<file path="config.mk">
export PLATFORM = sky130hd
export DESIGN_NAME = sernvm_dev
export DESIGN_NICKNAME = d
export VERILOG_FILES = /design/src/rtl/sernvm_pkg.sv /design/src/rtl/sernvm_edge.sv /design/src/rtl/sernvm_frame.sv /design/src/rtl/sernvm_store.sv /design/src/rtl/sernvm_dev.sv
export SDC_FILE = /design/constraint.sdc
export NUM_CORES = 2
export LEC_CHECK = 0
export BUFFER_PORTS_ARGS = -buffer_cell sky130_fd_sc_hd__buf_2
export CAP_MARGIN = 10
export CORE_MARGIN = 3
export CORE_UTILIZATION = 48
export CTS_CLUSTER_SIZE = 20
export DETAILED_ROUTE_END_ITERATION = 12
export PLACE_DENSITY = 0.65
export SETUP_SLACK_MARGIN = 0.4
export SLEW_MARGIN = 20
export SYNTH_ARGS = -nofsm -noshare
export SYNTH_HDL_FRONTEND = slang
export SYNTH_HIERARCHICAL = 1
export SYNTH_SLANG_ARGS = --single-unit
</file>
<file path="constraint.sdc">
create_clock -name clk -period 2.5 [get_ports clk]
set_clock_uncertainty 0.1 [all_clocks]
set_input_delay 0.375 -clock clk [delete_from_list [all_inputs] [get_ports clk]]
set_output_delay 0.375 -clock clk [all_outputs]
set_load 0.005 [all_outputs]
</file>
<file path="src/rtl/sernvm_pkg.sv">
package sernvm_pkg;

  typedef enum logic [1:0] {
    OP_SPECIAL = 2'b00,
    OP_WRITE   = 2'b01,
    OP_READ    = 2'b10,
    OP_ERASE   = 2'b11
  } op_e;

  typedef enum logic [1:0] {
    SP_LOCK   = 2'b00,
    SP_FILL   = 2'b01,
    SP_CLEAR  = 2'b10,
    SP_UNLOCK = 2'b11
  } sp_e;

  typedef enum logic [1:0] {
    PG_ONE,
    PG_WIPE,
    PG_ALL,
    PG_WIPE_ALL
  } pg_e;

  typedef enum logic [2:0] {
    FR_IDLE,
    FR_HEAD,
    FR_DATA,
    FR_READ,
    FR_ARMED,
    FR_DONE
  } fr_st_e;

  function automatic int word_bits(bit byte_mode);
    return byte_mode ? 8 : 16;
  endfunction

  function automatic bit pg_targets(pg_e k, int a, int i);
    return (k == PG_ALL) || (k == PG_WIPE_ALL) || (a == i);
  endfunction

  function automatic bit pg_wipes(pg_e k);
    return (k == PG_WIPE) || (k == PG_WIPE_ALL);
  endfunction

endpackage

</file>
<file path="src/rtl/sernvm_edge.sv">
module sernvm_edge #(
  parameter bit FALLING = 1'b0
) (
  input  logic clk,
  input  logic rst_n,
  input  logic lvl,
  output logic hit
);
  logic q;

  always_ff @(posedge clk or negedge rst_n) begin
    if (!rst_n) q <= 1'b0;
    else        q <= lvl;
  end

  generate
    if (FALLING) begin : g_fall
      assign hit = q & ~lvl;
    end else begin : g_rise
      assign hit = lvl & ~q;
    end
  endgenerate
endmodule

</file>
<file path="src/rtl/sernvm_frame.sv">
module sernvm_frame
  import sernvm_pkg::*;
#(
  parameter int DW = 16,
  parameter int AW = 6
) (
  input  logic          clk,
  input  logic          rst_n,
  input  logic          cs_i,
  input  logic          cs_fall,
  input  logic          sck_rise,
  input  logic          sdi,
  input  logic          busy,
  input  logic [DW-1:0] rd_word,
  output logic [AW-1:0] rd_addr,
  output logic          rd_bit,
  output logic          frame_idle,
  output logic          rd_active,
  output logic          wel,
  output logic          pg_go,
  output pg_e           pg_kind,
  output logic [AW-1:0] pg_addr,
  output logic [DW-1:0] pg_data
);
  localparam int HB = 2 + AW;
  localparam int MAXB = (HB > DW) ? HB : DW;
  localparam int CW = $clog2(MAXB + 1);

  fr_st_e        st;
  logic [CW-1:0] cnt;
  logic [HB-2:0] hdr;
  logic [HB-1:0] nh;
  logic [DW-1:0] rd_sh;
  logic [1:0]    nh_op;
  logic [1:0]    nh_sp;

  assign nh         = {hdr, sdi};
  assign nh_op      = nh[HB-1 -: 2];
  assign nh_sp      = nh[AW-1 -: 2];
  assign rd_addr    = nh[AW-1:0];
  assign frame_idle = (st == FR_IDLE);
  assign rd_active  = (st == FR_READ);

  always_ff @(posedge clk or negedge rst_n) begin
    if (!rst_n) begin
      st      <= FR_IDLE;
      cnt     <= '0;
      hdr     <= '0;
      rd_sh   <= '0;
      rd_bit  <= 1'b0;
      wel     <= 1'b0;
      pg_go   <= 1'b0;
      pg_kind <= PG_ONE;
      pg_addr <= '0;
      pg_data <= '0;
    end else begin
      pg_go <= 1'b0;
      if (!cs_i) begin
        st     <= FR_IDLE;
        cnt    <= '0;
        rd_bit <= 1'b0;
        if (cs_fall && st == FR_ARMED && wel) pg_go <= 1'b1;
      end else if (sck_rise) begin
        unique case (st)
          FR_IDLE: begin
            if (sdi && !busy) begin
              st  <= FR_HEAD;
              cnt <= '0;
              hdr <= '0;
            end
          end
          FR_HEAD: begin
            hdr <= nh[HB-2:0];
            cnt <= cnt + 1'b1;
            if (cnt == CW'(HB - 1)) begin
              cnt     <= '0;
              pg_addr <= nh[AW-1:0];
              unique case (nh_op)
                OP_READ: begin
                  st     <= FR_READ;
                  rd_sh  <= rd_word;
                  rd_bit <= 1'b0;
                end
                OP_WRITE: begin
                  pg_kind <= PG_ONE;
                  st      <= FR_DATA;
                end
                OP_ERASE: begin
                  pg_kind <= PG_WIPE;
                  st      <= FR_ARMED;
                end
                default: begin
                  unique case (nh_sp)
                    SP_LOCK: begin
                      wel <= 1'b0;
                      st  <= FR_DONE;
                    end
                    SP_UNLOCK: begin
                      wel <= 1'b1;
                      st  <= FR_DONE;
                    end
                    SP_FILL: begin
                      pg_kind <= PG_ALL;
                      st      <= FR_DATA;
                    end
                    default: begin
                      pg_kind <= PG_WIPE_ALL;
                      st      <= FR_ARMED;
                    end
                  endcase
                end
              endcase
            end
          end
          FR_DATA: begin
            pg_data <= {pg_data[DW-2:0], sdi};
            cnt     <= cnt + 1'b1;
            if (cnt == CW'(DW - 1)) st <= FR_ARMED;
          end
          FR_READ: begin
            rd_bit <= rd_sh[DW-1];
            rd_sh  <= {rd_sh[DW-2:0], 1'b0};
          end
          default: begin
            st <= st;
          end
        endcase
      end
    end
  end
endmodule

</file>
<file path="src/rtl/sernvm_store.sv">
module sernvm_store
  import sernvm_pkg::*;
#(
  parameter int DW          = 16,
  parameter int AW          = 6,
  parameter int BUSY_CYCLES = 400
) (
  input  logic          clk,
  input  logic          rst_n,
  input  logic          pg_go,
  input  pg_e           pg_kind,
  input  logic [AW-1:0] pg_addr,
  input  logic [DW-1:0] pg_data,
  input  logic [AW-1:0] rd_addr,
  output logic [DW-1:0] rd_word,
  output logic          busy
);
  localparam int DEPTH = 1 << AW;
  localparam int BCW   = $clog2(BUSY_CYCLES + 2);

  logic [DW-1:0]  mem [DEPTH];
  logic [BCW-1:0] bcnt;
  logic [DW-1:0]  pg_val;

  assign pg_val  = pg_wipes(pg_kind) ? '1 : pg_data;
  assign rd_word = mem[rd_addr];
  assign busy    = (bcnt != '0);

  always_ff @(posedge clk or negedge rst_n) begin
    if (!rst_n) begin
      bcnt <= '0;
      for (int i = 0; i < DEPTH; i++) mem[i] <= '1;
    end else begin
      if (bcnt != '0) bcnt <= bcnt - 1'b1;
      if (pg_go) begin
        bcnt <= BCW'(BUSY_CYCLES);
        for (int i = 0; i < DEPTH; i++) begin
          if (pg_targets(pg_kind, int'(pg_addr), i)) mem[i] <= pg_val;
        end
      end
    end
  end
endmodule

</file>
<file path="src/rtl/sernvm_dev.sv">
module sernvm_dev
  import sernvm_pkg::*;
#(
  parameter bit BYTE_MODE   = 1'b0,
  parameter int BUSY_CYCLES = 400,
  parameter int TOTAL_BITS  = 1024
) (
  input  logic clk,
  input  logic rst_n,
  input  logic cs_i,
  input  logic sck_i,
  input  logic sdi_i,
  output logic sdo_o
);
  localparam int DW    = word_bits(BYTE_MODE);
  localparam int DEPTH = TOTAL_BITS / DW;
  localparam int AW    = $clog2(DEPTH);

  logic          sck_rise;
  logic          cs_fall;
  logic          busy;
  logic          frm_idle;
  logic          rd_act;
  logic          rd_bit;
  logic          wel;
  logic          pg_go;
  pg_e           pg_kind;
  logic [AW-1:0] pg_addr;
  logic [AW-1:0] rd_addr;
  logic [DW-1:0] pg_data;
  logic [DW-1:0] rd_word;

  sernvm_edge #(.FALLING(1'b0)) u_sck_edge (
    .clk(clk), .rst_n(rst_n), .lvl(sck_i), .hit(sck_rise)
  );

  sernvm_edge #(.FALLING(1'b1)) u_cs_edge (
    .clk(clk), .rst_n(rst_n), .lvl(cs_i), .hit(cs_fall)
  );

  sernvm_frame #(.DW(DW), .AW(AW)) u_frame (
    .clk(clk), .rst_n(rst_n), .cs_i(cs_i), .cs_fall(cs_fall),
    .sck_rise(sck_rise), .sdi(sdi_i), .busy(busy), .rd_word(rd_word),
    .rd_addr(rd_addr), .rd_bit(rd_bit), .frame_idle(frm_idle),
    .rd_active(rd_act), .wel(wel), .pg_go(pg_go), .pg_kind(pg_kind),
    .pg_addr(pg_addr), .pg_data(pg_data)
  );

  sernvm_store #(.DW(DW), .AW(AW), .BUSY_CYCLES(BUSY_CYCLES)) u_store (
    .clk(clk), .rst_n(rst_n), .pg_go(pg_go), .pg_kind(pg_kind),
    .pg_addr(pg_addr), .pg_data(pg_data), .rd_addr(rd_addr),
    .rd_word(rd_word), .busy(busy)
  );

  always_comb begin
    if (!cs_i)         sdo_o = 1'b0;
    else if (frm_idle) sdo_o = ~busy;
    else if (rd_act)   sdo_o = rd_bit;
    else               sdo_o = 1'b0;
  end
endmodule

</file>
Word level (Yosys, flattened, before mapping)
Index checks and enable logic that the tools add are counted.

Output and inout bits: 1. Input port bits: 5. Logic and storage cells: 366. Register bits: 1093.

Add/sub/neg operators: 2. Mux-type cells: 37. Order comparisons: 1. Bitwise gates (word level): 8. Reduce and logical (&&, ||, !) cells: 153. Equality and inequality tests: 88.

Operators by type and width (number): 6-bit equality test, second input constant (32); 2-bit AND reduction (64); 16-bit binary-select mux with 6-bit select (1); 6-bit by 5-bit equality test with 1-bit output, second input constant (16); 16-bit two-way mux (5); 1-bit logical OR (66); 6-bit by 4-bit equality test with 1-bit output, second input constant (8); 16-bit case mux with 2 select lines (1); 6-bit by 3-bit equality test with 1-bit output, second input constant (4); 5-bit two-way mux (4); 9-bit two-way mux (2); 3-bit case mux with 3 select lines (2); 3-bit two-way mux (5); 5-bit case mux with 3 select lines (1); 7-bit case mux with 2 select lines (1); 6-bit by 2-bit equality test with 1-bit output, second input constant (2); 3-bit by 2-bit inequality test with 1-bit output, second input constant (4); 4-bit AND reduction (3); 6-bit AND reduction (2); 2-bit equality test, second input constant (5); 5-bit AND reduction (2); 1-bit two-way mux (9); 9-bit nonzero test (1); 9-bit by 1-bit subtractor with 9-bit output, second input constant (1); other kinds (29) (48).

Depth between registers and ports, before layout
Word-level depth: 8. Depth in mapped cells: 13. Mapped depth without buffers: 9.

Cells and area by module
The synthesis kept the hierarchy.

Modules (own cells, without submodules): sernvm_store (cells each 4311, area an instance 46873.7 um^2, seq. area each 27131.0 um^2, instances 1); sernvm_frame (cells each 243, area an instance 2944.1 um^2, seq. area each 1451.4 um^2, instances 1); sernvm_edge (cells each 2, area an instance 38.8 um^2, seq. area each 25.0 um^2, instances 2); sernvm_dev (cells each 3, area an instance 20.0 um^2, seq. area each 0.0 um^2, instances 1).

Worst setup path after synthesis
No wires, ideal clock.

Path kind: reg-to-reg. From: register u_frame.hdr[1]. To: register u_frame.rd_sh[13]. Path buffers: 4. Required time: 2.275 ns. Setup time: 0.125 ns. Period minus slack after synthesis: 2.728 ns. Slack: -0.228 ns. Arrival time: 2.503 ns. Stages on the path, launching flop included: 11. Cell sequence: dfrtp_1 > buf_4 > buf_4 > buf_2 > clkbuf_1 > mux4_2 > a211oi_1 > nand2_1 > and4_1 > mux2_2 > mux2_2.

Cells in the longest elaborated chain, start to end: 7.

RTL lines: from (decl) (line sernvm_frame.sv:31) `logic [HB-2:0] hdr;`; from (signal assigned) (line sernvm_frame.sv:73) `hdr <= nh[HB-2:0];`; 6-bit inverter with 7-bit output (not written as such) (line sernvm_store.sv:26) `assign rd_word = mem[rd_addr];`; 16-bit binary-select mux with 6-bit select (line sernvm_store.sv:26); 16-bit two-way mux (not written as such) (2 in series) (line sernvm_store.sv:26); via rd_word[13] (line sernvm_dev.sv:31) `logic [DW-1:0] rd_word;`; 16-bit two-way mux (line sernvm_frame.sv:78) `unique case (nh_op)`; 16-bit two-way mux (line sernvm_frame.sv:75) `if (cnt == CW'(HB - 1)) begin`; 16-bit case mux with 2 select lines (line sernvm_frame.sv:64) `unique case (st)`; to (signal assigned) (line sernvm_frame.sv:81) `rd_sh <= rd_word;`; to (signal assigned) (line sernvm_frame.sv:122) `rd_sh <= {rd_sh[DW-2:0], 1'b0};`; to (decl) (line sernvm_frame.sv:33) `logic [DW-1:0] rd_sh;`.

The timed path passes the listed nets, and every way through them passes these cells. The select of a mux whose other input is x is not followed. A chain may end at the register's enable or synchronous reset.

Worst setup path in the final report
From: register u_store.bcnt[6]. To: register u_frame.cnt[2].

Cells in the longest elaborated chain, start to end: 5.

RTL lines: from (decl) (line sernvm_store.sv:22) `logic [BCW-1:0] bcnt;`; from (signal assigned) (line sernvm_store.sv:34) `if (bcnt != '0) bcnt <= bcnt - 1'b1;`; from (signal assigned) (line sernvm_store.sv:36) `bcnt <= BCW'(BUSY_CYCLES);`; 9-bit nonzero test (line sernvm_store.sv:27) `assign busy = (bcnt != '0);`; via busy (line sernvm_dev.sv:21) `logic busy;`; 1-bit logical NOT (line sernvm_frame.sv:66) `if (sdi && !busy) begin`; 1-bit logical AND (line sernvm_frame.sv:66); 3-bit by 2-bit inequality test with 1-bit output (no line); 3-bit AND reduction (no line); to (signal assigned) (line sernvm_frame.sv:74) `cnt <= cnt + 1'b1;`; to (signal assigned) (line sernvm_frame.sv:117) `cnt <= cnt + 1'b1;`; to (decl) (line sernvm_frame.sv:30) `logic [CW-1:0] cnt;`.

The timed path passes the listed nets, and every way through them passes these cells.

==> results_dict.tcl <==
set metrics [dict create \
    violations "setup timing" \
    min_period_ps 2906 \
    grt_pass1_wl_microns 223900 \
    grt_usage 0.2708 \
    dpl.hpwl_microns 91310 \
    startpoint_type "register" \
    outcome "complete, but fails checks" \
    htreeDepth 3 \
    first_pass_iters 6 \
    clk-insertion-delay-late_ps 710 \
    setup_slack_ps -406.2 \
    port_buffers 5 \
    tritoncts "built" \
    holdWs_ps 221.2 \
    numCtsBuffers 114 \
    synth-edff-count 0 \
    die_h_microns 328.5 \
    ioPinCount 6 \
    clockBufferDepth 3 \
    pwr_density_cell_nw_per_um2 626.2 \
    syn_nets 4575 \
    ir_worst_vdd_uv 573.8 \
    area_growth_pct 21.68 \
    endpoint_kind "register" \
    synthCells 4561 \
    power.share.clock 0.492 \
    via_count 35924 \
    crit_fanout 7 \
    rsz0062_at_grt "true" \
    wl_microns 146600 \
    synth.distinct_cells 76 \
    drtIter0Drc 3245 \
    synth_area_per_cell_sq_um 10.94 \
    drv_cap 0 \
    critPathSlowestCell "or4_4" \
    placed_cell_area_sq_um 53780 \
    relSlewSlack 0.4536 \
    worst-slew-pin-transition_ps 819.2 \
    die_area_sq_um 107900 \
    fmax_mhz 344.1 \
    syn_area_sq_um 49920 \
    hold_viol 0 \
    grt_max_degree 117 \
    clock_sinks 1093 \
    cp_num_buf_inv 7 \
    start_util 0.4871 \
    critPathMostFrequentCell "buf_6" \
    row_count 117 \
    drv_slew 0 \
    wire_per_inst_microns 24.00 \
    drive_above_1_share 0.4749 \
    final_nets 4659 \
    die_w_microns 328.5 \
    crit_type "reg2reg" \
    synthFlopType "dfstp_2" \
    cp.arrival_ps 3400 \
    finalSetupViolations 32 \
    p_seq_frac 0.468 \
    power_frac_comb 0.040 \
    cp_top_family "simple AND/OR/NAND/NOR gates" \
    nFillCells 8143 \
    ys_async_sr_fraction 1.000 \
    net-switching-power_w 0.008105 \
    grt_antenna_before_repair 3 \
    fin_crit_sh 1.162 \
    vias_per_cell 5.880 \
    dp.cells 5795 \
    cpPeakStageDelay_ps 570 \
    drcViolationCount 0 \
    required_ps 2990 \
    fin_area_sq_um 60740 \
    path_clk_slew_ps 60 \
    worstPathCellList "or4_4 > nor4_4 > inv_2 > buf_6 > buf_6 > buf_6 > buf_6 > buf_6 > buf_6 > nor2b_4 > o2111ai_4 > and3_1 > a31o_2" \
    stdcell_count 6110 \
    antenna_left 0 \
    grt-ovfl-total 0 \
    leakage_nw 22.43 \
    core_area_sq_um 102500 \
    root_buffer "clkbuf_16" \
    yosysWarningCount 6 \
    synth-seq-cells 1093 \
    synth_seq_area_share 0.5736 \
    gp_congestion 0.9166 \
    first_global_vias 36132 \
    hold_path_class "in2reg" \
    swShare 0.2131 \
    p_int_w 0.02993 \
]
==> timing repair <==
item                                    4_1_cts  5_1_grt
pin swaps                                    41       44
gates cloned                                  8        4
endpoints found under the setup margin      173      284
setup buffers                                52       35
resized for setup                           240      135
hold endpoints to repair                     69        0
hold buffers                                  3        0
==> cell families (layout without fill, tap and decap cells) <==
family | after synthesis | after routing | synth area share
compound gates | 1301 | 1302 | 0.1389
mux | 359 | 359 | 0.1270
buf+inv | 484 | 662 | 0.04555
simple gates | 1310 | 1310 | 0.1117
other cells | 0 | 2 | 0
flops | 1093 | 1093 | 0.5736
xor+xnor | 5 | 5 | 0.0008773
fa+ha+maj | 9 | 9 | 0.002256
==> flip-flops by register name, indices dropped and copies added (netlist names) <==
register	cells
u_frame/cnt	5
u_frame/pg_addr	6
u_frame/rd_bit	1
u_frame/pg_kind	2
u_frame/hdr	7
u_cs_edge/q	1
u_frame/rd_sh	16
u_frame/pg_go	1
u_sck_edge/q	1
u_store/bcnt	9
u_frame/pg_data	16
u_frame/wel	1
u_frame/st	3
u_store/mem	1024
==> final timing paths <==
check,from,end,slack (ps),depth (start not counted)
min,sdi_i,u_frame/pg_data[0],220,3
max reg2reg,u_store/bcnt[6],u_frame/cnt[2],-410,13
max in group asynchronous,rst_n,u_store/mem[755],1200,4
min reg2reg,u_store/mem[65],u_store/mem[65],360,2
max,u_store/bcnt[6],u_frame/cnt[2],-410,13
min in group asynchronous,rst_n,u_store/mem[112],340,2
==> cell usage after synthesis (all sizes together), types with 5 or more instances <==
cell type	count	area [sq um]
nor2b	57	379.1
clkbuf	275	1033
or4	9	71.32
nor2	766	2883
nor4b	5	62.56
nand4b	6	52.55
ha	9	112.6
mux2	55	623.1
o221ai	8	70.07
and4	9	80.08
dfstp	1024	26910
nand3b	9	67.56
nand2b	15	96.34
dfrtp	69	1727
buf	195	1187
mux2i	92	920.9
a22o	8	70.07
inv	14	52.55
and2	6	37.54
a211oi	49	367.9
a22oi	36	270.3
o22ai	77	481.7
nand2	371	1400
a21oi	760	3807
nand4	9	56.30
or2	5	31.28
o21ai	353	1767
nand3	14	75.07
mux4	212	4796
and4bb	7	87.58
==> layout by cell type (no fill, tap or decap), types with 13 or more instances in the layout <==
cell       Yosys  final
a211oi_2       0     34
a21oi_1      759    750
a22oi_1       36     16
a22oi_2        0     20
buf_12         2    125
buf_4         29    229
buf_6         18     48
bufinv_16      0     19
clkbuf_1     274     17
clkbuf_16      0    122
clkbuf_8       0     30
clkinv_2       0     18
dfrtp_1       69     61
dfstp_2     1024   1024
inv_1         14     13
mux2_2        54     31
mux2_4         1     24
mux2i_1       92     66
mux2i_2        0     13
mux2i_4        0     13
mux4_2       205    205
nand2_1      370    346
nand2_2        0     17
nor2_1       765    732
nor2_2         0     13
nor2_4         1     21
nor2b_2        0     44
o21ai_0      306    297
o21ai_1       47     29
o21ai_2        0     23
o22ai_1       77     41
o22ai_2        0     27
==> power groups by stage <==
stage / Clock [W] / Combinational, W / Sequential, W
6_report: 0.0187 / 0.00152 / 0.0178
5_1_grt: 0.0198 / 0.00162 / 0.0178
4_1_cts: 0.0190 / 0.00142 / 0.0178
3_5_place_dp: 0 / 0.00121 / 0.0180
3_3_place_gp: 0 / 0.00119 / 0.0180
2_1_floorplan: 0 / 0.000514 / 0.0180
==> layer usage <==
layer | share of wire | global-route usage | wire length [microns]
met1 | 0.42 | 0.3748 | 62150
met2 | 0.46 | 0.4247 | 68000
met3 | 0.072 | 0.04978 | 10550
met4 | 0.040 | 0.1084 | 5904
met5 | 0.00012 | 0 | 18
==> stage by stage <==
stage / TNS, ps / utilization / worst slack (ps) / power (W)
detailed placement: -7375 / 0.5248 / -552.2 / 0.01926
CTS: -9725 / 0.5832 / -438.3 / 0.03822
floorplan: -1249 / - / -95.30 / 0.01856
global route: -12820 / 0.5927 / -517.6 / 0.03921
finish: -10580 / 0.5927 / -406.2 / 0.03804
global placement: -7074 / 0.5248 / -624.5 / 0.01924
==> worst reg2reg max path: stages (launching register included) <==
cell and delay, ps:
dfrtp_1 380, or4_4 570, nor4_4 220, inv_2 100
buf_6 130, buf_6 100, buf_6 110, buf_6 100
buf_6 100, buf_6 100, nor2b_4 140, o2111ai_4 230
and3_1 210, a31o_2 200
==> cell type report <==
type | instances | area (sq um) | share of cell area
inverters | 14 | 52.55 | 0.0008652
diodes | 2 | 5.005 | 0.00008240
well taps | 1368 | 1712 | 0.02818
clock buffers | 166 | 3455 | 0.05688
repair buffers | 437 | 5410 | 0.08907
multi-input cells | 2985 | 20720 | 0.3412
clock inverters | 45 | 724.4 | 0.01193
flip-flops and latches | 1093 | 28660 | 0.4718
Power figures use the tool's default switching activity.
